**src/rtl/csync_pkg.sv**
```systemverilog
package csync_pkg;
   typedef struct packed {
      logic fall;
      logic rise;
   } sck_evt_t;
endpackage

```
**src/rtl/csync_clkgen.sv**
```systemverilog
module csync_clkgen
   import csync_pkg::*;
#(
   parameter int DIV_W       = 8,
   parameter int SYNC_STAGES = 2
) (
   input  logic             clk,
   input  logic             rst_n,
   input  logic             ext_mode,
   input  logic [DIV_W-1:0] div,
   input  logic             run,
   input  logic             low_ph,
   input  logic             sck_in,
   output sck_evt_t         evt
);
   generate
      if (SYNC_STAGES < 2) begin : g_bad_sync
         $error("csync_clkgen: SYNC_STAGES must be at least 2");
      end
      if (DIV_W < 1) begin : g_bad_div
         $error("csync_clkgen: DIV_W must be at least 1");
      end
   endgenerate

   // internal divider: one tick per half period
   logic [DIV_W-1:0] cnt;
   logic             tick;
   assign tick = run && (cnt == div);

   always_ff @(posedge clk) begin
      if (!rst_n || !run || tick) cnt <= '0;
      else                        cnt <= cnt + 1'b1;
   end

   // external clock synchronizer chain, idle high
   logic [SYNC_STAGES-1:0] sync;
   logic                   prev;
   genvar gi;
   generate
      for (gi = 0; gi < SYNC_STAGES; gi++) begin : g_sync
         always_ff @(posedge clk) begin
            if (!rst_n) sync[gi] <= 1'b1;
            else if (gi == 0) sync[gi] <= sck_in;
            else sync[gi] <= sync[(gi == 0) ? 0 : gi-1];
         end
      end
   endgenerate

   always_ff @(posedge clk) begin
      if (!rst_n) prev <= 1'b1;
      else        prev <= sync[SYNC_STAGES-1];
   end

   always_comb begin
      if (ext_mode) begin
         evt.fall = run && prev && !sync[SYNC_STAGES-1];
         evt.rise = run && !prev && sync[SYNC_STAGES-1];
      end else begin
         evt.fall = tick && !low_ph;
         evt.rise = tick && low_ph;
      end
   end
endmodule

```
**src/rtl/csync_shifter.sv**
```systemverilog
module csync_shifter
   import csync_pkg::*;
#(
   parameter int DATA_W = 8
) (
   input  logic              clk,
   input  logic              rst_n,
   input  logic              start,
   input  logic              next_ok,
   input  logic [DATA_W-1:0] load_data,
   input  sck_evt_t          evt,
   output logic              active,
   output logic              low_ph,
   output logic              sdo,
   output logic              take,
   output logic              done
);
   localparam int IDX_W = (DATA_W > 1) ? $clog2(DATA_W) : 1;
   localparam logic [IDX_W-1:0] LAST = IDX_W'(DATA_W - 1);

   logic [DATA_W-1:0] sh;
   logic [IDX_W-1:0]  idx;
   logic              last_rise;

   assign last_rise = active && low_ph && evt.rise && (idx == LAST);
   assign take      = start || (last_rise && next_ok);
   assign done      = last_rise && !next_ok;

   always_ff @(posedge clk) begin
      if (!rst_n) begin
         active <= 1'b0;
         low_ph <= 1'b0;
         idx    <= '0;
         sh     <= '0;
         sdo    <= 1'b1;
      end else if (start) begin
         active <= 1'b1;
         low_ph <= 1'b0;
         idx    <= '0;
         sh     <= load_data;
      end else if (active) begin
         if (evt.fall && !low_ph) begin
            low_ph <= 1'b1;
            sdo    <= sh[idx];
         end else if (evt.rise && low_ph) begin
            low_ph <= 1'b0;
            if (idx == LAST) begin
               idx <= '0;
               if (next_ok) sh <= load_data;
               else         active <= 1'b0;
            end else begin
               idx <= idx + 1'b1;
            end
         end
      end
   end
endmodule

```
**src/rtl/csync_tx.sv**
```systemverilog
module csync_tx
   import csync_pkg::*;
#(
   parameter int DATA_W      = 8,
   parameter int DIV_W       = 8,
   parameter int SYNC_STAGES = 2
) (
   input  logic              clk,
   input  logic              rst_n,
   input  logic              cfg_tx_en,
   input  logic              cfg_ext_clk,
   input  logic [DIV_W-1:0]  cfg_div,
   input  logic              cfg_ie_empty,
   input  logic              cfg_ie_end,
   input  logic              wr_en,
   input  logic [DATA_W-1:0] wr_data,
   input  logic              sck_in,
   output logic              sck_out,
   output logic              sck_oe,
   output logic              sdo,
   output logic              buf_empty,
   output logic              tx_end,
   output logic              irq_empty,
   output logic              irq_end
);
   generate
      if (DATA_W < 2) begin : g_bad_width
         $error("csync_tx: DATA_W must be at least 2");
      end
   endgenerate

   logic [DATA_W-1:0] buf_q;
   logic              active, low_ph, take, done, start, next_ok;
   sck_evt_t          evt;

   assign next_ok = cfg_tx_en && !buf_empty;
   assign start   = !active && next_ok;

   always_ff @(posedge clk) begin
      if (!rst_n) begin
         buf_q     <= '0;
         buf_empty <= 1'b1;
         tx_end    <= 1'b1;
      end else begin
         if (wr_en) begin
            buf_q     <= wr_data;
            buf_empty <= 1'b0;
            tx_end    <= 1'b0;
         end else begin
            if (take) buf_empty <= 1'b1;
            if (done) tx_end    <= 1'b1;
         end
      end
   end

   csync_clkgen #(.DIV_W(DIV_W), .SYNC_STAGES(SYNC_STAGES)) u_clk (
      .clk(clk), .rst_n(rst_n), .ext_mode(cfg_ext_clk), .div(cfg_div),
      .run(active), .low_ph(low_ph), .sck_in(sck_in), .evt(evt)
   );

   csync_shifter #(.DATA_W(DATA_W)) u_shift (
      .clk(clk), .rst_n(rst_n), .start(start), .next_ok(next_ok),
      .load_data(buf_q), .evt(evt), .active(active), .low_ph(low_ph),
      .sdo(sdo), .take(take), .done(done)
   );

   assign sck_oe    = !cfg_ext_clk;
   assign sck_out   = !(low_ph && !cfg_ext_clk);
   assign irq_empty = cfg_ie_empty && buf_empty;
   assign irq_end   = cfg_ie_end && tx_end;
endmodule

```
**config.mk**
```make
export PLATFORM = sky130hd
export DESIGN_NAME = csync_tx
export DESIGN_NICKNAME = d
export VERILOG_FILES = /design/src/rtl/csync_pkg.sv /design/src/rtl/csync_clkgen.sv /design/src/rtl/csync_shifter.sv /design/src/rtl/csync_tx.sv
export SDC_FILE = /design/constraint.sdc
export NUM_CORES = 1
export LEC_CHECK = 0
export ABC_AREA = 0
export BUFFER_PORTS_ARGS = -buffer_cell sky130_fd_sc_hd__buf_2
export CORE_AREA = 2 2 60 68
export CTS_CLUSTER_SIZE = 10
export DETAILED_ROUTE_END_ITERATION = 12
export DIE_AREA = 0 0 62 70
export GPL_TIMING_DRIVEN = 0
export PLACE_DENSITY = 0.67
export SLEW_MARGIN = 0
export SYNTH_ARGS = -nofsm -noshare
export SYNTH_HDL_FRONTEND = slang
export SYNTH_HIERARCHICAL = 1
export SYNTH_SLANG_ARGS = --single-unit
```
**constraint.sdc**
```tcl
create_clock -name clk -period 3.15 [get_ports clk]
set_clock_uncertainty 0.05 [all_clocks]
set_input_delay 0.7875 -clock clk [delete_from_list [all_inputs] [get_ports clk]]
set_output_delay 0.7875 -clock clk [all_outputs]
set_load 0.1 [all_outputs]
```
# Word-level counts from Yosys, hierarchy flattened
# Cells that the tools add are included.
# classes
n_bitwise	3
n_eq_ne	3
order_cmp	1
n_addsub	2
mux	22
n_reduce_logical	43
# op_table
op	count
8-bit 2-to-1 mux	6
1-bit logical AND	19
2-bit nonzero test	7
1-bit 2-to-1 mux	13
1-bit logical NOT	9
8-bit by 1-bit adder with 8-bit output, second input constant	1
8-bit == test	1
3-bit AND reduction	2
5-bit AND reduction	1
3-bit by 4-bit less-than comparator with 1-bit output, second input constant	1
3-bit by 1-bit adder with 3-bit output, second input constant	1
1-bit binary-select mux with 3-bit select	1
3-bit == test, second input constant	1
1-bit logical OR	3
3-bit 2-to-1 mux	1
1-bit inverter	3
2-bit 2-to-1 mux	1
2-bit by 1-bit inequality test with 1-bit output, second input constant	1
2-bit AND reduction	1
2-bit OR reduction	1
# totals
ff_bits	35
out_inout_bits	7

# Longest topological paths before layout
# depth
depth_word	10
mapped_depth	10
ltp_nobuf	9

# Cells and area by module
# The synthesis kept the hierarchy.
# modules_own_cells
mod	cells_each	instances	area_each_um2
csync_shifter	64	1	661.9
csync_clkgen	57	1	541.8
csync_tx	37	1	391.6

# Least setup slack after synthesis
# Ideal clock, no wire load.
# synth_path
path_type	input -> output
start	input port cfg_ext_clk
end	output port sck_out
t_arrival_ns	2.184
path_buffers	0
stages	2
t_required_ns	2.312
path_slack_ns	0.129
cell_sequence	inv_1 -> nand2_1
# synth_between
elab_chain_cells	3
# synth_lines
item	line_no	rtl
start: declaration	csync_tx.sv:11	input logic cfg_ext_clk,
1-bit logical NOT	csync_tx.sv:68	assign sck_out = !(low_ph && !cfg_ext_clk);
1-bit logical AND	csync_tx.sv:68	
1-bit logical NOT	csync_tx.sv:68	
end: declaration	csync_tx.sv:18	output logic sck_out,
# No other way between the ends.

==> out/summary.md <==
The run finished with clean final reports. After synthesis, flip-flops and latches occupy 43.9% of the total area. Post-CTS timing repair inserted 0 buffers for setup. For the number of pins exceeding their max-slew limit in the final report, the log shows 0.

0 antenna diodes ended up in the layout. After synthesis, the cell types taking the most area are sky130_fd_sc_hd__dfxtp_1 44%, sky130_fd_sc_hd__mux2i_1 11%, sky130_fd_sc_hd__nor2b_1 7.8%, sky130_fd_sc_hd__xor2_1 4.9%, sky130_fd_sc_hd__nor3_1 3.8%. The die covers 0.00434 mm².

The number of register bits inferred by synthesis came out at 35. For the detailed placement HPWL, the log shows 2120 µm. At the end of routability-driven placement, the weighted congestion stood at 0.882. The cell at the root of the clock tree is sky130_fd_sc_hd__clkbuf_8. Number of enable-type register cells in the synthesized netlist: 0. After technology mapping, the gate count stands at 158. The number of remaining DRC errors came out at 0.

The tools report the timing-limited maximum frequency as 391 MHz. The largest total area in the synthesized netlist belongs to sky130_fd_sc_hd__dfxtp_1. The area share of the largest cell type after synthesis works out to 43.9%. The clock net in this run drives a total of 35 sinks.

Relative to the synthesized area, the layout overhead comes to 18.3%. Across the VDD grid, the largest voltage drop is 238 µV. The worst setup path is launched from a primary input. The tools report the final sum of negative setup slack as 0 ns. At the pin with the least slew margin, the transition time is 0.485 ns. The number of nets handed over by synthesis was 185. In this run the horizontal extent of the chip is 62 µm. After synthesis the cells add up to 0.00160 mm². Total power for the finished layout comes to 868 µW. The overall routing resource usage is 14.9%, and the height of the die is 70 µm.

The logs give 4 for the iteration count of the initial detailed-routing pass and 221 for the final net count. Data on the critical path is required at its endpoint by 3.28 ns. The tools report the count of max-cap constraint violations as 0. The most frequent cell after synthesis is sky130_fd_sc_hd__dfxtp_1. The worst-skew pair later-pin latency is 0.28 ns, and the minimum setup slack among reg-to-reg paths is 0.83 ns. The routed design has 2910 µm of wire. The tools report the maximum buffer depth of the clock tree as 2.

The startpoint identified for the worst register-to-register timing path is u_clk/cnt[6]$_SDFF_PP0_. The arrival time reported for the critical path endpoint was 2.68 ns; the pin count of the biggest net entering global routing was 17. Using the TritonRoute via totals, the vias-per-cell ratio works out to 4.93. TritonCTS created 5 clock buffers. Dividing total power by cell area gives a power density of 460 mW/mm². For the number of unique standard cell types used by synthesis, the log shows 31. Setup repair after global routing left no endpoint under its margin. The logs give 0 for the initial antenna violation count and 0.000818 µW for the leakage power figure. The worst register-to-register path has a depth of 9. For this run, asynchronously set or reset flops after synthesis account for 0%.

The endpoint identified for the worst register-to-register timing path is u_shift/sh[3]$_SDFFE_PN0P_. Of the cells placed in the final design, the portion with a size suffix greater than 1 is 22.1%. For this run, the number of Yosys warnings is 6. STA classifies the critical path endpoint as a flop. In this run, post-CTS repair resized a total of 0 instances. The detailed router placed 1,218 vias in this run.

The final routed wire length divided by cell count is 11.8 µm. The start point of the worst min-delay path was u_clk/sync[0]$_SDFF_PN1_. For hold timing, the worst endpoint is u_clk/sync[1]$_SDFF_PN1_. The initial utilization of the core area, before any placement, comes to 42.5%.

The tools report the count of endpoints failing hold in the final timing report as 0. Ranked by instance count, the synthesized netlist is headed by 35 x sky130_fd_sc_hd__dfxtp_1, 20 x sky130_fd_sc_hd__nor2b_1, 17 x sky130_fd_sc_hd__mux2i_1. Pin placement for this block handled 31 I/O pins. The mean instance size in the synthesized netlist was 10.1 µm²; the area of placed instances was 0.00181 mm².

The critical path in this run is classified as primary input to flop. After global routing the overflow that remains totals 0. Port buffering added 29 buffers. The region available for standard cell placement spans 0.00375 mm². The logs give 1,104 for the number of global-route vias before repair and 24 for the number of placement rows. After clock tree synthesis, the flow added hold-fix buffers numbering 0. The cell depth of the worst hold path was 1; the total number of H-tree levels was 2. Setup violations remaining at the end of the flow were counted as 0. The kind of path behind the tightest hold check is flop to flop.

Wire length of the first global-routing pass: 4860 µm. The worst path uses 81.2% of the clock period. Among all flip-flop cells after synthesis, the most frequent one is sky130_fd_sc_hd__dfxtp_1. For this run, the share of the core covered by cells in the final layout is 50.3%.

The worst max-slew margin expressed relative to the limit is 67.9%. The final critical delay including setup and external delays is 2.56 ns, and the finished layout cell area is 0.00189 mm². TritonCTS built the clock tree. The run gives 0.368 ns as the hold slack.

After the first detailed-routing iteration, the DRC count stood at 71. The number of routed nets with antenna violations was 0; the highest fanout seen on the critical path was 9. Clock-pin slew was measured on the worst setup and hold paths at 0.06 ns.
## registers in the layout, summed over array words and instances, names as in the netlist
name            count
u_shift/active      1
buf_q               8
u_clk/prev          1
u_shift/sh          8
buf_empty           1
u_clk/cnt           8
u_clk/sync          2
u_shift/idx         3
tx_end              1
u_shift/sdo         1
u_shift/low_ph      1
## final cells by class
type                            count  area (µm²)
Timing Repair Buffer               29         145
Inverter                            4        15.0
Fill cell                         358        1870
Multi-Input combinational cell    115         842
Tap cell                           52        65.1
Clock inverter                      1        5.00
Sequential cell                    35         701
Clock buffer                        7        76.3
Buffer                              4        37.5
## routing by layer
layer	part of all wire, %	vias up	global-route usage, %
met5	0	-	0
met4	1.4	0	6.38
met3	4.4	5	4.44
met2	49	26	22.6
met1	45	565	19.2
li1	-	622	-
## worst max path at each step
stage | to | from | slack (ns)
global placement | u_shift/sh[2]$_SDFFE_PN0P_ | cfg_div[6] | 0.35
floorplan | sck_out | cfg_ext_clk | 0.13
finish | u_shift/sh[3]$_SDFFE_PN0P_ | cfg_div[6] | 0.59
detailed placement | u_shift/sh[2]$_SDFFE_PN0P_ | cfg_div[6] | 0.27
global route | u_shift/sh[7]$_SDFFE_PN0P_ | cfg_div[6] | 0.45
CTS | u_shift/sh[3]$_SDFFE_PN0P_ | cfg_div[6] | 0.59
## critical path, stage by stage
cell and delay, ns:
sky130_fd_sc_hd__buf_2 0.10, sky130_fd_sc_hd__xor2_1 0.14, sky130_fd_sc_hd__a2111oi_2 0.42, sky130_fd_sc_hd__nand4_1 0.13
sky130_fd_sc_hd__o21ai_0 0.34, sky130_fd_sc_hd__and3_4 0.29, sky130_fd_sc_hd__a31oi_4 0.09, sky130_fd_sc_hd__buf_6 0.17
sky130_fd_sc_hd__mux2i_1 0.15, sky130_fd_sc_hd__nor2b_1 0.06
## cells in the final DEF, fill, tap and decap left out, drive strengths merged, types with 3 or more instances in the layout
| cell | n |
|---|---|
| nand3 | 5 |
| nand2b | 4 |
| xor2 | 9 |
| ha | 3 |
| dfxtp | 35 |
| nor2b | 20 |
| nand2 | 9 |
| nor2 | 4 |
| xnor2 | 4 |
| clkbuf | 8 |
| o21ai | 3 |
| and3 | 3 |
| inv | 4 |
| buf | 32 |
| a21oi | 5 |
| nand4b | 3 |
| mux2i | 17 |
| nor3 | 12 |
## kinds of logic after synthesis
group                    after synthesis  share of synthesized area (%)
AO/OA/AOI/OAI                         14                           6.98
XOR/XNOR                              13                           7.14
adder cells (fa/ha/maj)                3                           2.35
buffers and inverters                  8                           3.29
flip-flops                            35                           43.9
multiplexers                          19                           12.8
AND/OR/NAND/NOR                       66                           23.5
## stage by stage
stage	worst slack, ns	cells
2_1_floorplan	0.129	158
3_3_place_gp	0.349	239
3_5_place_dp	0.270	239
4_1_cts	0.587	247
5_1_grt	0.454	247
6_report	0.592	247
## power breakdown
group / switching (µW) / internal, µW
clock network: 148 / 155
logic: 63.0 / 37.8
registers: 8.89 / 456
total: 220 / 648
(Power assumes the default switching activity.)
